$ cat config.mk
export PLATFORM = sky130hd
export DESIGN_NAME = nand_ecc_ctl
export DESIGN_NICKNAME = d
export VERILOG_FILES = /design/src/rtl/nand_ecc_ctl.sv
export SDC_FILE = /design/constraint.sdc
export NUM_CORES = 1
export LEC_CHECK = 0
export CAP_MARGIN = 0
export CORE_ASPECT_RATIO = 1.5
export CORE_UTILIZATION = 55
export CTS_CLUSTER_SIZE = 16
export DETAILED_ROUTE_END_ITERATION = 16
export PLACE_DENSITY = 0.78
export SETUP_SLACK_MARGIN = 0.1
export SYNTH_ARGS = -nofsm -noshare
export SYNTH_HDL_FRONTEND = slang
export SYNTH_SLANG_ARGS = --single-unit
$ cat constraint.sdc
create_clock -name clk -period 7.62 [get_ports clk]
set_input_delay 1.524 -clock clk [delete_from_list [all_inputs] [get_ports clk]]
set_output_delay 1.524 -clock clk [all_outputs]
set_load 0.005 [all_outputs]
$ cat src/rtl/nand_ecc_ctl.sv
module nand_ecc_ctl #(
  parameter int NCS       = 4,
  parameter int BYTE_W    = 8,
  parameter int LINE_W    = 9,
  parameter int ECC_BYTES = 518,
  parameter int EXT_AW    = 8
) (
  input  logic                 clk,
  input  logic                 rst_n,
  input  logic                 reg_wr,
  input  logic                 reg_rd,
  input  logic [2:0]           reg_addr,
  input  logic [31:0]          reg_wdata,
  output logic [31:0]          reg_rdata,
  input  logic                 xfer_valid,
  input  logic [1:0]           xfer_cs,
  input  logic [BYTE_W-1:0]    xfer_byte,
  input  logic [EXT_AW-1:0]    ext_addr,
  input  logic                 ext_wait,
  output logic                 nand_cle,
  output logic                 nand_ale,
  output logic                 wait_stall
);
  localparam int RAW  = 3;
  localparam int CSW  = 2;
  localparam int COLW = $clog2(BYTE_W);
  localparam int PW   = COLW + LINE_W;
  localparam int CNTW = $clog2(ECC_BYTES + 1);
  localparam int SELW = $clog2(EXT_AW);

  logic [NCS-1:0]  mode_q, start_q;
  logic [CNTW-1:0] cnt_q  [NCS];
  logic [PW-1:0]   even_q [NCS];
  logic [PW-1:0]   odd_q  [NCS];
  logic [PW-1:0]   ev_c   [NCS];
  logic [PW-1:0]   od_c   [NCS];
  logic [SELW-1:0] cle_sel_q, ale_sel_q;

  wire ctrl_wr = reg_wr && reg_addr == RAW'(0);
  wire sel_wr  = reg_wr && reg_addr == RAW'(NCS + 1);
  wire bpar    = ^xfer_byte;

  logic unused_wdata;
  assign unused_wdata = ^reg_wdata;

  always_comb begin
    for (int i = 0; i < NCS; i++) begin
      ev_c[i] = '0;
      od_c[i] = '0;
      for (int k = 0; k < COLW; k++)
        for (int b = 0; b < BYTE_W; b++)
          if (((b >> k) & 1) == 1) od_c[i][k] = od_c[i][k] ^ xfer_byte[b];
          else                     ev_c[i][k] = ev_c[i][k] ^ xfer_byte[b];
      for (int j = 0; j < LINE_W; j++)
        if (cnt_q[i][j]) od_c[i][COLW+j] = bpar;
        else             ev_c[i][COLW+j] = bpar;
    end
  end

  always_ff @(posedge clk) begin
    if (!rst_n) begin
      mode_q    <= '0;
      start_q   <= '0;
      cle_sel_q <= '0;
      ale_sel_q <= '0;
      for (int i = 0; i < NCS; i++) begin
        cnt_q[i]  <= '0;
        even_q[i] <= '0;
        odd_q[i]  <= '0;
      end
    end else begin
      if (ctrl_wr) mode_q <= reg_wdata[NCS-1:0];
      if (sel_wr) begin
        cle_sel_q <= reg_wdata[SELW-1:0];
        ale_sel_q <= reg_wdata[8 +: SELW];
      end
      for (int i = 0; i < NCS; i++) begin
        if (ctrl_wr && reg_wdata[8+i]) begin
          start_q[i] <= 1'b1;
          cnt_q[i]   <= '0;
          even_q[i]  <= '0;
          odd_q[i]   <= '0;
        end else begin
          if (reg_rd && reg_addr == RAW'(i + 1)) start_q[i] <= 1'b0;
          if (xfer_valid && xfer_cs == CSW'(i) && mode_q[i] && start_q[i]
              && cnt_q[i] < CNTW'(ECC_BYTES)) begin
            cnt_q[i]  <= cnt_q[i] + 1'b1;
            even_q[i] <= even_q[i] ^ ev_c[i];
            odd_q[i]  <= odd_q[i] ^ od_c[i];
          end
        end
      end
    end
  end

  always_comb begin
    reg_rdata = '0;
    if (reg_addr == RAW'(0)) begin
      reg_rdata[NCS-1:0]  = mode_q;
      reg_rdata[8 +: NCS] = start_q;
    end else if (reg_addr == RAW'(NCS + 1)) begin
      reg_rdata[SELW-1:0]  = cle_sel_q;
      reg_rdata[8 +: SELW] = ale_sel_q;
    end else begin
      for (int i = 0; i < NCS; i++)
        if (reg_addr == RAW'(i + 1)) begin
          reg_rdata[PW-1:0]  = even_q[i];
          reg_rdata[16 +: PW] = odd_q[i];
        end
    end
  end

  assign nand_cle   = ext_addr[cle_sel_q];
  assign nand_ale   = ext_addr[ale_sel_q];
  assign wait_stall = ext_wait && !mode_q[xfer_cs];
endmodule

* Yosys cells after proc, flatten, opt, wreduce, memory -nomap -nowiden
Memory sizes are Yosys's and may differ from the RTL's.
Index checks and enable logic that the tools add are counted.
W data, S select, Z words.
** Cells by class
- Add/subtract/negate cells :: 4
- $mul :: 0
- Div/mod/pow operators :: 0
- Magnitude comparators :: 7
- Equality and inequality tests :: 8
- Shifts and indexed selects :: 0
- Multiplexer cells :: 156
- Bitwise operators :: 49
- Reductions and logical operators :: 35
** Operators with widths (count)
- $mux W12 :: 26
- $mux W1 :: 113
- $xor A12 B12 Y12 :: 8
- $mux W10 :: 8
- $add A10 B1 Y10 const B :: 4
- $lt A10 B10 Y1 const B :: 4
- $logic_and A1 B1 Y1 :: 27
- $or A1 B1 Y1 :: 24
- $xor A1 B1 Y1 :: 17
- $mux W4 :: 3
- $lt A3 B4 Y1 const B :: 2
- $reduce_bool A2 Y1 :: 4
- $reduce_xor A8 Y1 :: 1
- $bmux W1 S3 :: 2
- $eq A3 B2 Y1 const B :: 2
- $eq A3 B3 Y1 const B :: 2
- $mux W3 :: 2
- $mux W5 :: 1
- $eq A2 B2 Y1 const B :: 2
- $eq A3 B1 Y1 const B :: 1
- $logic_not A3 Y1 :: 1
- $lt A2 B3 Y1 const B :: 1
- $bmux W1 S2 :: 1
- $eq A2 B1 Y1 const B :: 1
- other kinds (2) :: 2
** Word-level totals
- Flip-flop bits (word level) :: 14
- Bits in latches :: 0
- Bits in writable memories :: 136
- ROM bits :: 0
- Input bits :: 59
- Output and inout port bits :: 35
- Logic and storage cells :: 269
- Memories kept :: 3
** Memories
- even_q :: depth 4, width 12, read ports 4, clocked after Yosys merged registers in 0, wr ports 4, RTL line 33 : logic [PW-1:0] even_q [NCS];
- odd_q :: depth 4, width 12, read ports 4, clocked after Yosys merged registers in 0, wr ports 4, RTL line 34 : logic [PW-1:0] odd_q [NCS];
- cnt_q :: depth 4, width 10, read ports 4, clocked after Yosys merged registers in 0, wr ports 4, RTL line 32 : logic [CNTW-1:0] cnt_q [NCS];

* Depth between registers and ports, before layout
Gate-level depths: netlist of the first run.
- Depth after elaboration :: 10
- Gate-level depth with buffers :: 8
- Mapped depth without buffers :: 5

* Worst setup path after synthesis of the first run
OpenSTA, ideal clock, no wires.
- Kind :: input to register
- Start point :: input xfer_valid
- End point :: memory cnt_q[1][0] (netlist name), enable pin
- Setup time :: 0.544 ns
- Arrival :: 5.817 ns
- Data required time :: 7.076 ns
- Slack :: 1.259 ns
- Stages :: 3
- Path buffers :: 1
- Cells stage by stage :: clkbuf_1 > nand4_1 > o311ai_0
** RTL lines
- from (decl) :: RTL line 15 : input logic xfer_valid,
- to (decl) :: RTL line 32

* Worst setup path after layout of the first run
- Start point :: input reg_addr[2]
- End point :: output reg_rdata[19]
** On the way
- Cells in the longest elaborated chain, start to end :: 7
- Elaborated cells between the ends (all ways) :: 12
** RTL lines
- from (decl) :: RTL line 12 : input logic [2:0] reg_addr,
- $eq A3 B1 Y1 :: RTL line 106 : if (reg_addr == RAW'(i + 1)) begin
- $mux W12 (4 in series) :: RTL line 106
- $mux W12 :: RTL line 101 : end else if (reg_addr == RAW'(NCS + 1)) begin
- $mux W12 * :: RTL line 98 : if (reg_addr == RAW'(0)) begin
- to (decl) :: RTL line 14 : output logic [31:0] reg_rdata,
Mark *: on every way between the ends. The rest lies on a longest branch, timed or not.

==> metrics.yaml, run 1 <==
drt:
  vias_per_cell: 6.22
  finalWirelength_um: 21700
  drtPass1Iterations: 5
  remaining_drc_errors: 0
  drtIter0Drc: 492
  vias: 6607
  antenna_left: 0
  detail_route.wl_per_cell_um: 20.4
layout:
  final_cell_mix: "136 x edfxtp_1, 75 x a21oi_1, 75 x o21ai_0"
  final_common_cell: "edfxtp_1"
  n_antenna_cell: 0
  final_cell_count_no_fill: 1062
  fin_nets: 913
  area_growth_pct: 15.0
  final_util: 0.645
  n_fill_cell: 1139
  layout-drive-gt1-share: 0.0742
setup_path:
  worstReg2RegEnd: "odd_q[0][37]$_SDFFCE_PN0P_"
  end_kind: "primary output"
  cp.required_ns: 6.10
  critPathLaunchType: "input port"
  startpoint: "reg_addr[2]"
  crit_type: "input port to primary output"
  arrival_ns: 4.24
  crit_fanout: 22
  reg2reg_setup_slack_ns: 5.16
  rr_worst_depth: 5
  reg2reg_from: "cnt_q[3][4]$_SDFFCE_PN0P_"
power:
  p_comb_frac: 0.159
  clkPwrFrac: 0.388
  power.internal_mw: 1.54
  ir_worst_vdd_mv: 0.194
  power.switching_mw: 0.575
  p_sw_frac: 0.272
  p_per_area_nw_per_um2: 218
  seqPwrFrac: 0.453
  p_leak_nw: 3.31
sta:
  period_share: 0.756
  rsz0062_at_grt: "false"
  timing.fmax_mhz: 174
  setup-tns-final_ns: 0
  post-route-min-period_ns: 5.76
  hold_viol: 0
  setup_viol: 0
  drv_slew: 0
  max-slew-margin-rel: 0.265
  fin_worst_skew_ns: 0.00818
  finalWorstSetupSlack_ns: 1.86
  tightest_slew_ns: 1.10
clock_tree:
  cts.sinks: 150
  clkTransAtPathRegs_ns: 0.06
  cts_resized: 0
  clockBufferDepth: 2
  cts_hold_repair.buffers: 0
  htree_levels: 4
  cts_root_buffer: "clkbuf_16"
  postCtsSetupBuffers: 0
  clk_latency_ns: 0.42
  cts_tree: "built"
  cts_buffers: 17
synth:
  synth_edf_count: 136
  ys_types: 52
  yosysSeqAreaShare: 0.517
  netlist.area_leader.share: 0.483
  synthesis.instances: 808
  ys.flop_type: "edfxtp_1"
  ys_warn_count: 0
  synthTopCellsByArea: "edfxtp_1 48%, xnor2_1 6.1%, or3_1 5.3%"
  syn_area_sq_um: 8450
  synth-async-reset-ratio: 0
  ys_ff_latch: 150
  yosys.area.top_type: "edfxtp_1"
  syn_avg_cell_area_sq_um: 10.5
floorplanning:
  start_util: 0.561
  rows: 55
  dieWidth_um: 103
  core_area_sq_um: 15100
  die_h_um: 154
  io_pins: 94
  die_area_sq_um: 15900
worst_hold_path:
  min_from: "mode_q[2]$_SDFFE_PN0N_"
  hold_path_class: "flip-flop to flip-flop"
  hold_depth: 2
  min_to: "mode_q[2]$_SDFFE_PN0N_"
grt:
  grt_max_degree: 145
  grt_usage: 0.290
  grt-ovfl-total: 0
  grt_pass1_wl_um: 34300
  antenna_found_initial: 0
  grt_pass1_vias: 6601
run_status:
  status: "finished clean"
placed_design:
  hpwl_um: 14900
  dpl.cell_count: 1030
  numPortBuffers: 61
  gp_congestion: 0.855
  place_ws_ns: 1.95
job:
  cap_violations: 0
==> critical path, stage by stage <==
cell and delay, ns:
clkdlybuf4s50_1 0.77, nand2b_1 0.84, o22ai_1 0.52, clkdlybuf4s50_1 0.57
==> cells by family after synthesis <==
family,synth area share
multiplexers,0.0680
adder cells (fa/ha/maj),0.00592
AO/OA/AOI/OAI,0.142
AND/OR/NAND/NOR,0.139
other,0.000444
XOR/XNOR,0.0721
flip-flops,0.517
buffers and inverters,0.0557
==> synthesized netlist by cell type, types with 3 or more instances <==
| cell type | instances |
|---|---|
| a21boi_0 | 10 |
| a21oi_1 | 75 |
| a22oi_1 | 16 |
| and3_1 | 7 |
| buf_2 | 15 |
| buf_4 | 8 |
| clkbuf_1 | 19 |
| clkbuf_2 | 13 |
| dfxtp_1 | 14 |
| edfxtp_1 | 136 |
| ha_1 | 4 |
| inv_1 | 49 |
| mux2_2 | 3 |
| mux2i_1 | 27 |
| mux4_2 | 12 |
| nand2_1 | 24 |
| nand3_1 | 16 |
| nand4_1 | 5 |
| nor2_1 | 69 |
| nor2b_1 | 7 |
| nor3_1 | 5 |
| nor4_1 | 6 |
| o21ai_0 | 75 |
| o22ai_1 | 22 |
| or3_1 | 72 |
| xnor2_1 | 59 |
| xnor2_2 | 3 |
| xor2_1 | 5 |
==> state kept, by name (all words and copies together), names as in the netlist <==
| register | flops |
|---|---|
| even_q | 48 |
| odd_q | 48 |
| cnt_q | 40 |
| mode_q | 4 |
| start_q | 4 |
| ale_sel_q | 3 |
| cle_sel_q | 3 |
==> metrics by stage <==
| stage | instance area, sq um | hold WS, ns | power [mW] |
|---|---|---|---|
| after global routing | 9720 | 0.531 | 2.19 |
| after detailed placement | 9150 | 0.472 | 1.30 |
| after CTS | 9720 | 0.480 | 2.12 |
| after global placement | 9150 | 0.469 | 1.29 |
| after floorplan | 8480 | 0.449 | 1.21 |
| final | 9720 | 0.485 | 2.12 |
==> metal layers <==
layer  up-vias  track usage  share of wire
met1      3236        0.349           0.37
met2       280        0.495           0.54
met4         0        0.131          0.034
met5         -            0              0
met3        59       0.0582          0.057
li1       3032            -              -
==> power groups by stage <==
stage               sequential, mW  combinational (mW)  clock (mW)
finish                       0.959               0.336       0.821
global route                 0.962               0.366       0.858
CTS                          0.958               0.334       0.825
detailed placement           0.974               0.330           0
global placement             0.971               0.316           0
floorplan                    0.964               0.247           0
==> worst max-delay path by stage <==
stage                                           end  cells after the start
after CTS                             reg_rdata[19]                      4
after global placement                reg_rdata[19]                      4
final                                 reg_rdata[19]                      4
after global routing                  reg_rdata[19]                      4
after floorplan           cnt_q[1][0]$_SDFFCE_PN0P_                      3
after detailed placement              reg_rdata[19]                      4
==> area by class of cell <==
class | instances | area (sq um) | share of cell area
repair buffers | 73 | 696 | 0.0716
well taps | 199 | 249 | 0.0256
multi-input cells | 559 | 3660 | 0.377
clock buffers | 20 | 437 | 0.0449
clock inverters | 12 | 129 | 0.0133
inverters | 49 | 184 | 0.0189
flip-flops and latches | 150 | 4360 | 0.449
(Power assumes the default switching activity.)
==> inputs of run 2 (changes only) <==
--- a/config.mk
+++ b/config.mk
@@ -7,7 +7,7 @@
 export LEC_CHECK = 0
 export CAP_MARGIN = 0
 export CORE_ASPECT_RATIO = 1.5
-export CORE_UTILIZATION = 55
+export CORE_UTILIZATION = 52
 export CTS_CLUSTER_SIZE = 16
 export DETAILED_ROUTE_END_ITERATION = 16
 export PLACE_DENSITY = 0.78
==> constraint.sdc (replaced) <==
create_clock -name clk -period 4.96 [get_ports clk]
set_input_delay 0.992 -clock clk [delete_from_list [all_inputs] [get_ports clk]]
set_output_delay 0.992 -clock clk [all_outputs]
set_load 0.005 [all_outputs]
==> metrics.yaml, run 2 (synthesis results as in run 1) <==
sta:
  setup_viol: 0  # unchanged
  rsz0062_at_grt: "false"
  holdWs_ns: 0.508  # +0.0239 ns
  period_share: 0.843
  fin_worst_skew_ns: 0.00935  # +0.00117 ns
  post-route-min-period_ns: 4.18
  timing.fmax_mhz: 239
  max-slew-margin-rel: 0.371  # +0.107
  drv_slew: 0  # unchanged
  setup-tns-final_ns: 0  # unchanged
  tightest_slew_ns: 0.936  # -0.167 ns
  hold_viol: 0  # unchanged
drt:
  remaining_drc_errors: 0  # unchanged
  drtPass1Iterations: 5  # unchanged
  drtIter0Drc: 442  # -10%
  vias_per_cell: 6.13  # -1.5%
  wl_met1_um: 7980  # -1.6%
  detail_route.wl_per_cell_um: 19.7  # -3.4%
  wl_met2_um: 11200  # -3.9%
  vias: 6573  # -0.51%
  dr_wl_met3_um: 1250  # +0.97%
  finalWirelength_um: 21200  # -2.4%
  top_layer: "met4"
  antenna_left: 0  # unchanged
setup_path:
  cp.required_ns: 3.97  # -2.13 ns
  crit_fanout: 16  # -27%
  crit_type: "input port to primary output"
  slowest_stage: "clkdlybuf4s50_1"
  end_kind: "primary output"
  reg2reg_from: "cnt_q[1][2]$_SDFFCE_PN0P_"
  arrival_ns: 3.19  # -1.05 ns
  path_cells: "clkdlybuf4s50_1 > nor2b_1 > buf_4 > a22oi_1 > o22ai_1 > clkdlybuf4s50_1"
  startpoint: "reg_addr[2]"
  critPathLaunchType: "input port"
  critPathMaxStageDelay_ns: 0.69  # -0.15 ns
  crit_path_frequent_cell: "clkdlybuf4s50_1"
clock_tree:
  cts_resized: 0  # unchanged
  cts.sinks: 150  # unchanged
  htree_levels: 4  # unchanged
  cts_tree: "built"
  cts_root_buffer: "clkbuf_16"
  clkTransAtPathRegs_ns: 0.06  # about the same
  cts_buffers: 17  # unchanged
  clockBufferDepth: 2  # unchanged
  clk_latency_ns: 0.43  # about the same
  cts_hold_repair.buffers: 0  # unchanged
  postCtsSetupBuffers: 0  # unchanged
layout:
  final_cell_mix: "136 x edfxtp_1, 75 x a21oi_1, 75 x o21ai_0"
  n_antenna_cell: 0  # unchanged
  layout-drive-gt1-share: 0.0828  # +0.00860
  n_fill_cell: 1272  # +12%
  biggestRegsByFlops: "even_q x48, odd_q x48, cnt_q x40"
  fin_nets: 920  # +0.77%
  area_growth_pct: 16.3
  final_common_cell: "edfxtp_1"
power:
  ir_worst_vdd_mv: 0.212  # +9.4%
  p_comb_frac: 0.167  # +0.008
  power.switching_mw: 0.910  # +58%
  p_leak_nw: 3.37  # +1.8%
  p_sw_frac: 0.275  # +0.00280
  power.internal_mw: 2.40  # +56%
  p_per_area_nw_per_um2: 337  # +55%
  seqPwrFrac: 0.445  # -0.008
  clkPwrFrac: 0.388  # about the same
floorplanning:
  start_util: 0.536  # -0.0247
  die_area_sq_um: 16800  # +5.7%
  rows: 56  # +1.8%
  dieWidth_um: 106  # +2.8%
  io_pins: 94  # unchanged
  die_h_um: 158  # +2.8%
  core_area_sq_um: 15800  # +4.6%
worst_hold_path:
  min_from: "mode_q[2]$_SDFFE_PN0N_"
  hold_path_class: "flip-flop to flip-flop"
placed_design:
  gp_congestion: 0.854  # about the same
  numPortBuffers: 61  # unchanged
  hpwl_um: 15000  # +0.84%
grt:
  antenna_found_initial: 0  # unchanged
  grt-ovfl-total: 0  # unchanged
  grt_pass1_wl_um: 33300  # -3.0%
  grt_max_degree: 58  # -60%
  grt_pass1_vias: 6229  # -5.6%
  grt_usage: 0.263  # -0.0276
job:
  cap_violations: 0  # unchanged
run_status:
  status: "finished clean"
## run 2: cell count changes in the layout (fill, tap and decap cells not counted), sizes merged
| cell | previous run | this run |
|---|---|---|
| buf | 13 | 20 |
| clkbuf | 20 | 17 |
| clkinv | 6 | 9 |
| clkinvlp | 2 | 0 |
| inv | 51 | 53 |
## run 2: worst paths after layout
path | to | slack [ns] | cells past startpoint
worst max-delay path | reg_rdata[26] | 0.78 | 6
worst min register to register | mode_q[2]$_SDFFE_PN0N_ | 0.51 | 2
worst max register to register | cnt_q[1][2]$_SDFFCE_PN0P_ | 2.30 | 4
worst min-delay path | mode_q[2]$_SDFFE_PN0N_ | 0.51 | 2
## run 2: area by class of cell
| cell class | instances | area (sq um) | share of cell area |
|---|---|---|---|
| clock buffers | 17 | 425 | 0.0433 |
| clock inverters | 15 | 154 | 0.0157 |
| inverters | 49 | 184 | 0.0187 |
| multi-input cells | 559 | 3670 | 0.374 |
| flip-flops and latches | 150 | 4360 | 0.444 |
| well taps | 203 | 254 | 0.0259 |
| repair buffers | 80 | 773 | 0.0787 |
## run 2: layer usage
metal,track usage,vias up
li1,-,3053
met3,0.0424,50
met2,0.458,254
met1,0.314,3216
met4,0.132,0
met5,0,-
## run 2: worst max-delay path: cells and delay by family
kind / cells / cell delay [ns]
buf+inv: 3 / 1.52
compound gates: 2 / 0.50
simple gates: 1 / 0.18
## run 2: per-stage QoR
| step | instance area [sq um] | worst slack [ns] | std cells | total power [mW] | utilization |
|---|---|---|---|---|---|
| after floorplan | 8480 | 0.558 | 815 | 1.86 | - |
| after global placement | 9250 | 0.814 | 1041 | 2.03 | 0.586 |
| after detailed placement | 9250 | 0.815 | 1041 | 2.04 | 0.586 |
| after CTS | 9820 | 0.814 | 1073 | 3.32 | 0.623 |
| after global routing | 9820 | 0.716 | 1073 | 3.43 | 0.623 |
| final | 9820 | 0.777 | 1073 | 3.31 | 0.623 |
## run 2: power groups by stage
stage	clock network, mW	registers (mW)	logic, mW
finish	1.29	1.47	0.555
global route	1.35	1.48	0.604
CTS	1.30	1.47	0.552
detailed placement	0	1.50	0.546
global placement	0	1.49	0.532
floorplan	0	1.48	0.380
